--- config.mk ---
export PLATFORM = sky130hd
export DESIGN_NAME = irq_stat_mask_pair
export DESIGN_NICKNAME = d
export VERILOG_FILES = /design/src/rtl/ism_pkg.sv /design/src/rtl/ism_read_fsm.sv /design/src/rtl/ism_sticky_bank.sv /design/src/rtl/ism_mask_reg.sv /design/src/rtl/ism_summary.sv /design/src/rtl/irq_stat_mask_pair.sv
export SDC_FILE = /design/constraint.sdc
export NUM_CORES = 1
export LEC_CHECK = 0
export ABC_AREA = 1
export BUFFER_PORTS_ARGS = -buffer_cell sky130_fd_sc_hd__buf_2
export CAP_MARGIN = 0
export CORE_MARGIN = 5
export CORE_UTILIZATION = 30
export DETAILED_ROUTE_END_ITERATION = 10
export PLACE_DENSITY_LB_ADDON = 0.1
export SETUP_SLACK_MARGIN = 0.15
export SLEW_MARGIN = 15
export SYNTH_ARGS = -nofsm -noshare
export SYNTH_HDL_FRONTEND = slang
export SYNTH_SLANG_ARGS = --single-unit
--- constraint.sdc ---
create_clock -name clk -period 1 [get_ports clk]
set_input_delay 0.2 -clock clk [delete_from_list [all_inputs] [get_ports clk]]
set_output_delay 0.2 -clock clk [all_outputs]
set_load 0.05 [all_outputs]
--- src/rtl/ism_pkg.sv ---
package ism_pkg;

    localparam int DATA_W  = 8;
    localparam int NUM_EVT = 5;

    // status byte positions
    localparam int ST_INT_B  = 7;
    localparam int ST_SRQ_B  = 6;
    localparam int ST_LOK_B  = 5;
    localparam int ST_REM_B  = 4;

    // mask byte positions
    localparam int MK_SRQ_B  = 6;
    localparam int MK_DOUT_B = 5;
    localparam int MK_DIN_B  = 4;

    // sticky vector index of the SRQI bit (others sit at 3..0)
    localparam int EV_SRQ_I  = 4;

    typedef enum logic [0:0] {
        ST_IDLE = 1'b0,
        ST_READ = 1'b1
    } rd_state_e;

endpackage

--- src/rtl/ism_read_fsm.sv ---
module ism_read_fsm
    import ism_pkg::*;
(
    input  logic      clk,
    input  logic      rst_n,
    input  logic      win,
    output rd_state_e state,
    output logic      open_evt,
    output logic      defer_evt,
    output logic      close_evt
);

    rd_state_e state_nxt;

    always_ff @(posedge clk or negedge rst_n) begin
        if (!rst_n) begin
            state <= ST_IDLE;
        end else begin
            state <= state_nxt;
        end
    end

    always_comb begin
        state_nxt = state;
        open_evt  = 1'b0;
        defer_evt = 1'b0;
        close_evt = 1'b0;
        unique case (state)
            ST_IDLE: begin
                if (win) begin
                    open_evt  = 1'b1;     // T_OPEN
                    state_nxt = ST_READ;
                end
            end
            ST_READ: begin
                if (win) begin
                    defer_evt = 1'b1;     // T_HOLD
                end else begin
                    close_evt = 1'b1;     // T_CLOSE
                    state_nxt = ST_IDLE;
                end
            end
            default: state_nxt = ST_IDLE;
        endcase
    end

endmodule

--- src/rtl/ism_sticky_bank.sv ---
module ism_sticky_bank #(
    parameter int NUM_EVT = 5
) (
    input  logic               clk,
    input  logic               rst_n,
    input  logic               open_evt,
    input  logic               defer_evt,
    input  logic               close_evt,
    input  logic [NUM_EVT-1:0] ev,
    output logic [NUM_EVT-1:0] sticky,
    output logic [NUM_EVT-1:0] pend
);

    for (genvar i = 0; i < NUM_EVT; i++) begin : g_cell
        always_ff @(posedge clk or negedge rst_n) begin
            if (!rst_n) begin
                sticky[i] <= 1'b0;
                pend[i]   <= 1'b0;
            end else if (close_evt) begin
                // clear on read, deferred sets win
                sticky[i] <= pend[i] | ev[i];
                pend[i]   <= 1'b0;
            end else if (open_evt) begin
                pend[i]   <= ev[i];
            end else if (defer_evt) begin
                pend[i]   <= pend[i] | ev[i];
            end else begin
                sticky[i] <= sticky[i] | ev[i];
            end
        end
    end

endmodule

--- src/rtl/ism_mask_reg.sv ---
module ism_mask_reg #(
    parameter int DATA_W = 8
) (
    input  logic              clk,
    input  logic              rst_n,
    input  logic              wr_en,
    input  logic [DATA_W-1:0] wdata,
    output logic [DATA_W-2:0] mask_q
);

    logic unused_top_bit;
    assign unused_top_bit = wdata[DATA_W-1];

    for (genvar i = 0; i < DATA_W - 1; i++) begin : g_bit
        always_ff @(posedge clk or negedge rst_n) begin
            if (!rst_n) begin
                mask_q[i] <= 1'b0;
            end else if (wr_en) begin
                mask_q[i] <= wdata[i];
            end
        end
    end

endmodule

--- src/rtl/ism_summary.sv ---
module ism_summary
    import ism_pkg::*;
#(
    parameter int DATA_W  = 8,
    parameter int NUM_EVT = 5
) (
    input  logic [NUM_EVT-1:0] sticky,
    input  logic [NUM_EVT-1:0] en,
    input  logic               lvl_lok,
    input  logic               lvl_rem,
    input  logic               other_pending,
    output logic               irq,
    output logic [DATA_W-1:0]  rdata
);

    localparam int LOW_EVT = NUM_EVT - 1;

    logic [NUM_EVT-1:0] hot;

    always_comb begin
        hot = sticky & en;
        irq = (|hot) | other_pending;
    end

    always_comb begin
        rdata                = '0;
        rdata[ST_INT_B]      = irq;
        rdata[ST_SRQ_B]      = sticky[EV_SRQ_I];
        rdata[ST_LOK_B]      = lvl_lok;
        rdata[ST_REM_B]      = lvl_rem;
        rdata[LOW_EVT-1:0]   = sticky[LOW_EVT-1:0];
    end

endmodule

--- src/rtl/irq_stat_mask_pair.sv ---
module irq_stat_mask_pair
    import ism_pkg::*;
#(
    parameter int DATA_W  = ism_pkg::DATA_W,
    parameter int NUM_EVT = ism_pkg::NUM_EVT
) (
    input  logic               clk,
    input  logic               rst_n,
    input  logic               cs,
    input  logic               rd,
    input  logic               wr,
    input  logic [DATA_W-1:0]  wdata,
    input  logic [NUM_EVT-1:0] ev_pulse,
    input  logic               lvl_lok,
    input  logic               lvl_rem,
    input  logic               other_pending,
    output logic [DATA_W-1:0]  rdata,
    output logic               irq,
    output logic               dma_out_en,
    output logic               dma_in_en
);

    localparam int LOW_EVT = NUM_EVT - 1;

    logic               win;
    logic               wr_en;
    rd_state_e          rd_state;
    logic               open_evt;
    logic               defer_evt;
    logic               close_evt;
    logic [NUM_EVT-1:0] sticky_q;
    logic [NUM_EVT-1:0] pend_q;
    logic [DATA_W-2:0]  mask_q;
    logic [NUM_EVT-1:0] en_vec;

    assign win   = cs & rd;
    assign wr_en = cs & wr & ~rd;

    ism_read_fsm u_fsm (
        .clk       (clk),
        .rst_n     (rst_n),
        .win       (win),
        .state     (rd_state),
        .open_evt  (open_evt),
        .defer_evt (defer_evt),
        .close_evt (close_evt)
    );

    ism_sticky_bank #(.NUM_EVT(NUM_EVT)) u_bank (
        .clk       (clk),
        .rst_n     (rst_n),
        .open_evt  (open_evt),
        .defer_evt (defer_evt),
        .close_evt (close_evt),
        .ev        (ev_pulse),
        .sticky    (sticky_q),
        .pend      (pend_q)
    );

    ism_mask_reg #(.DATA_W(DATA_W)) u_mask (
        .clk    (clk),
        .rst_n  (rst_n),
        .wr_en  (wr_en),
        .wdata  (wdata),
        .mask_q (mask_q)
    );

    assign en_vec     = {mask_q[MK_SRQ_B], mask_q[LOW_EVT-1:0]};
    assign dma_out_en = mask_q[MK_DOUT_B];
    assign dma_in_en  = mask_q[MK_DIN_B];

    ism_summary #(.DATA_W(DATA_W), .NUM_EVT(NUM_EVT)) u_sum (
        .sticky        (sticky_q),
        .en            (en_vec),
        .lvl_lok       (lvl_lok),
        .lvl_rem       (lvl_rem),
        .other_pending (other_pending),
        .irq           (irq),
        .rdata         (rdata)
    );

endmodule

==> metrics.md <==
| Metric | Value |
|---|---|
| Buffers on Ports | 26 |
| Root Buffer Master | sky130_fd_sc_hd__clkbuf_4 |
| Routed length on met3 | 151 um |
| Number of routed nets with antenna violations | 0 |
| DRT Wirelength | 2020 um |
| Initial DRC count | 7 |
| Reported max-cap violation count | 0 |
| Number of global-route vias before repair | 708 |
| Worst-Margin Slew | 421 ps |
| Main area contributors after synthesis | sky130_fd_sc_hd__dfrtp_1 (51%), sky130_fd_sc_hd__nand2_1 (13%), sky130_fd_sc_hd__o21ai_2 (6.9%) |
| CP startpoint kind | flop |
| Placed Cells incl. Taps | 158 |
| Final non-filler cell area | 0.00140 sq mm |
| Hold slack | 107 ps |
| Count of yosys warnings during synthesis | 0 |
| Num CTS Buffers | 3 |
| CTS tree | yes |
| Deepest level of the CTS H-tree | 1 |
| Number of filler cells placed in the layout | 291 |
| P_leak | 0.000733 uW |
| Post-synthesis async set-or-reset flop share | 1.00 |
| Starting density of the core | 0.317 |
| Total global routing overflow | 0 |
| Part of the cycle the worst path needs | 1.39 |
| Initial antenna violation count | 0 |
| Class of the tightest hold or removal check | input port to flop |
| Pin count of the biggest net entering global routing | 19 |
| Cell area after placement | 0.00108 sq mm |
| Number of design rule violations left after detail routing | 0 |
| Combined global-route utilization of all metal layers | 0.101 |
| Num Clock Sinks | 18 |
| Overall die height | 64.4 um |
| Synthesized area per cell | 8.80 sq um |
| Area share of the largest cell type after synthesis | 0.507 |
| Final critical delay including setup and external delays | 1390 ps |
| Post-Syn Instances | 101 |
| CP required | 800 ps |
| Core Rows | 19 |
| Slew Limit Fails | 0 |
| Most instantiated cells after synthesis | sky130_fd_sc_hd__nand2_1 (31), sky130_fd_sc_hd__dfrtp_1 (18), sky130_fd_sc_hd__inv_1 (14) |
| Fin. Hold Viols | 0 |
| Cell area power density | 1550 mW/mm^2 |
| Headroom to the max-slew limit | 0.719 |
| Std-Cell Core Area | 0.00281 sq mm |
| Worst clock skew on the final layout | 6.73 ps |
| Crit path kind | flop to output port |
| Cell type with the largest total area after synthesis | sky130_fd_sc_hd__dfrtp_1 |
| Highest ir drop seen on vdd | 0.000813 V |
| Post-Route Setup TNS | -2130 ps |
| Ratio of routed vias to standard cells | 4.39 |
| Layout-stage area growth over the synthesis result | 57.7% |
| Synth Register Bits | 18 |
| Routed wire length on met2 | 962 um |
| Unrepaired setup endpoints after global routing | true |
| Placed wire-length estimate | 1400 um |
| Setup violations, final | 10 |
| Failing checks | negative setup slack |
| Highest metal layer with signal wires | met4 |
| Count of boundary I/O pins | 32 |
| Area of the die | 0.00415 sq mm |
| # diodes | 0 |
| Worst setup margin | -391 ps |
| Number of detailed-route iterations in the first pass | 4 |
| Number of synthesized flops with an enable pin | 0 |
| Arrival time of the worst setup path | 1190 ps |
| Primary FF master, synth | sky130_fd_sc_hd__dfrtp_1 |
| Weighted congestion at the end of routability-driven global placement | 0.722 |
| Post-layout nets | 164 |
| Die outline width | 64.4 um |
| Maximum buffer depth of the clock tree | 2 |
| Cell with the most instances after synthesis | sky130_fd_sc_hd__nand2_1 |
| Maximum operating frequency | 719 MHz |
| Global-route wire length before repair | 3280 um |
| Endpoint type of the worst setup path | output port |
| Routed length on met1 | 877 um |
| Number of nets in the synthesized netlist | 122 |
| Overall via count from detail_route | 759 |
| Combined area of all synthesized cells | 888 sq um |
| Fraction of final layout cells with drive strength greater than 1 | 0.620 |
| Number of distinct library cells after synthesis | 15 |
| Largest fanout on the critical path | 2 |
| Routed length per instance | 11.6 um |
| Clock slew seen by the registers of the worst setup and hold paths | 110 ps |
| Worst skew pair latency | 300 ps |
| Share of the yosys chip area belonging to registers | 0.507 |
| Run status | complete, but fails checks |
| Finished Layout Cells | 173 |
| Post-layout utilization of the core | 0.500 |
[power by group]
part | internal, uW | total, uW | leakage (uW) | switching, uW
Clock | 222 | 460 | 0.0000210 | 238
Combinational | 373 | 807 | 0.000503 | 434
Sequential | 830 | 903 | 0.000209 | 73.3
Total | 1420 | 2170 | 0.000733 | 745
[final timing paths]
path	start	to	slack, ps	cells after the start
worst max-delay path	u_bank.sticky[2]	irq	-390	5
worst min-delay path	ev_pulse[0]	u_bank.pend[0]	110	3
worst max register to register	u_bank.sticky[3]	u_bank.sticky[3]	-50	7
worst min register to register	u_mask.mask_q[2]	u_mask.mask_q[2]	490	2
max in group asynchronous	rst_n	u_mask.mask_q[5]	320	2
min in group asynchronous	rst_n	u_bank.pend[0]	350	2
[flip-flops by register name (all words and copies together), names as in the netlist]
signal / count
u_bank.pend: 5
u_bank.sticky: 5
u_fsm.state: 1
u_mask.mask_q: 7
[routing by layer]
layer	vias up	GRT usage
met5	-	0
met4	0	0.0317
met3	4	0.0484
met2	19	0.152
met1	340	0.129
li1	396	-
[stage by stage]
stage          worst slack [ps]  total power (uW)
2_1_floorplan              -303              1330
3_3_place_gp               -121              1460
3_5_place_dp               -133              1470
4_1_cts                    -436              2100
5_1_grt                    -464              2290
6_report                   -391              2170
[area by class of cell]
type	instances	area, sq um	area share
multi-input cells	63	430	0.307
repair buffers	42	377	0.269
well taps	31	38.8	0.0277
clock buffers	4	36.3	0.0259
flip-flops and latches	18	460	0.329
inverters	15	58.8	0.0420
[worst max-delay path, stage by stage (launching register included)]
cell and delay (ps):
sky130_fd_sc_hd__dfrtp_2 410, sky130_fd_sc_hd__nand2_1 70, sky130_fd_sc_hd__nand2_2 60, sky130_fd_sc_hd__nor2_4 130, sky130_fd_sc_hd__nand2_4 70, sky130_fd_sc_hd__buf_8 150
[repair_timing]
action                                  in CTS  in global routing
endpoints found under the setup margin      19                 19
hold endpoints to repair                    18                  0
pin swaps                                    3                  5
cloned                                       0                  0
setup buffers                                3                  7
hold buffers                                 1                  0
gates resized for setup                     40                 20
[cells by family after synthesis]
group                  Yosys count  share of synthesized area
flip-flops                      18                      0.507
buffers and inverters           20                      0.114
AO/OA/AOI/OAI                   14                      0.108
AND/OR/NAND/NOR                 49                      0.270
[cell usage in the layout, fill, tap and decap left out, drive strengths merged]
cell type    count
buf             41
nand2           35
dfrtp           18
inv             15
nand3           12
o21ai           10
a21oi            4
clkbuf           4
nor2             1
nand3b           1
dlygate4sd3      1
(Power assumes the default switching activity.)
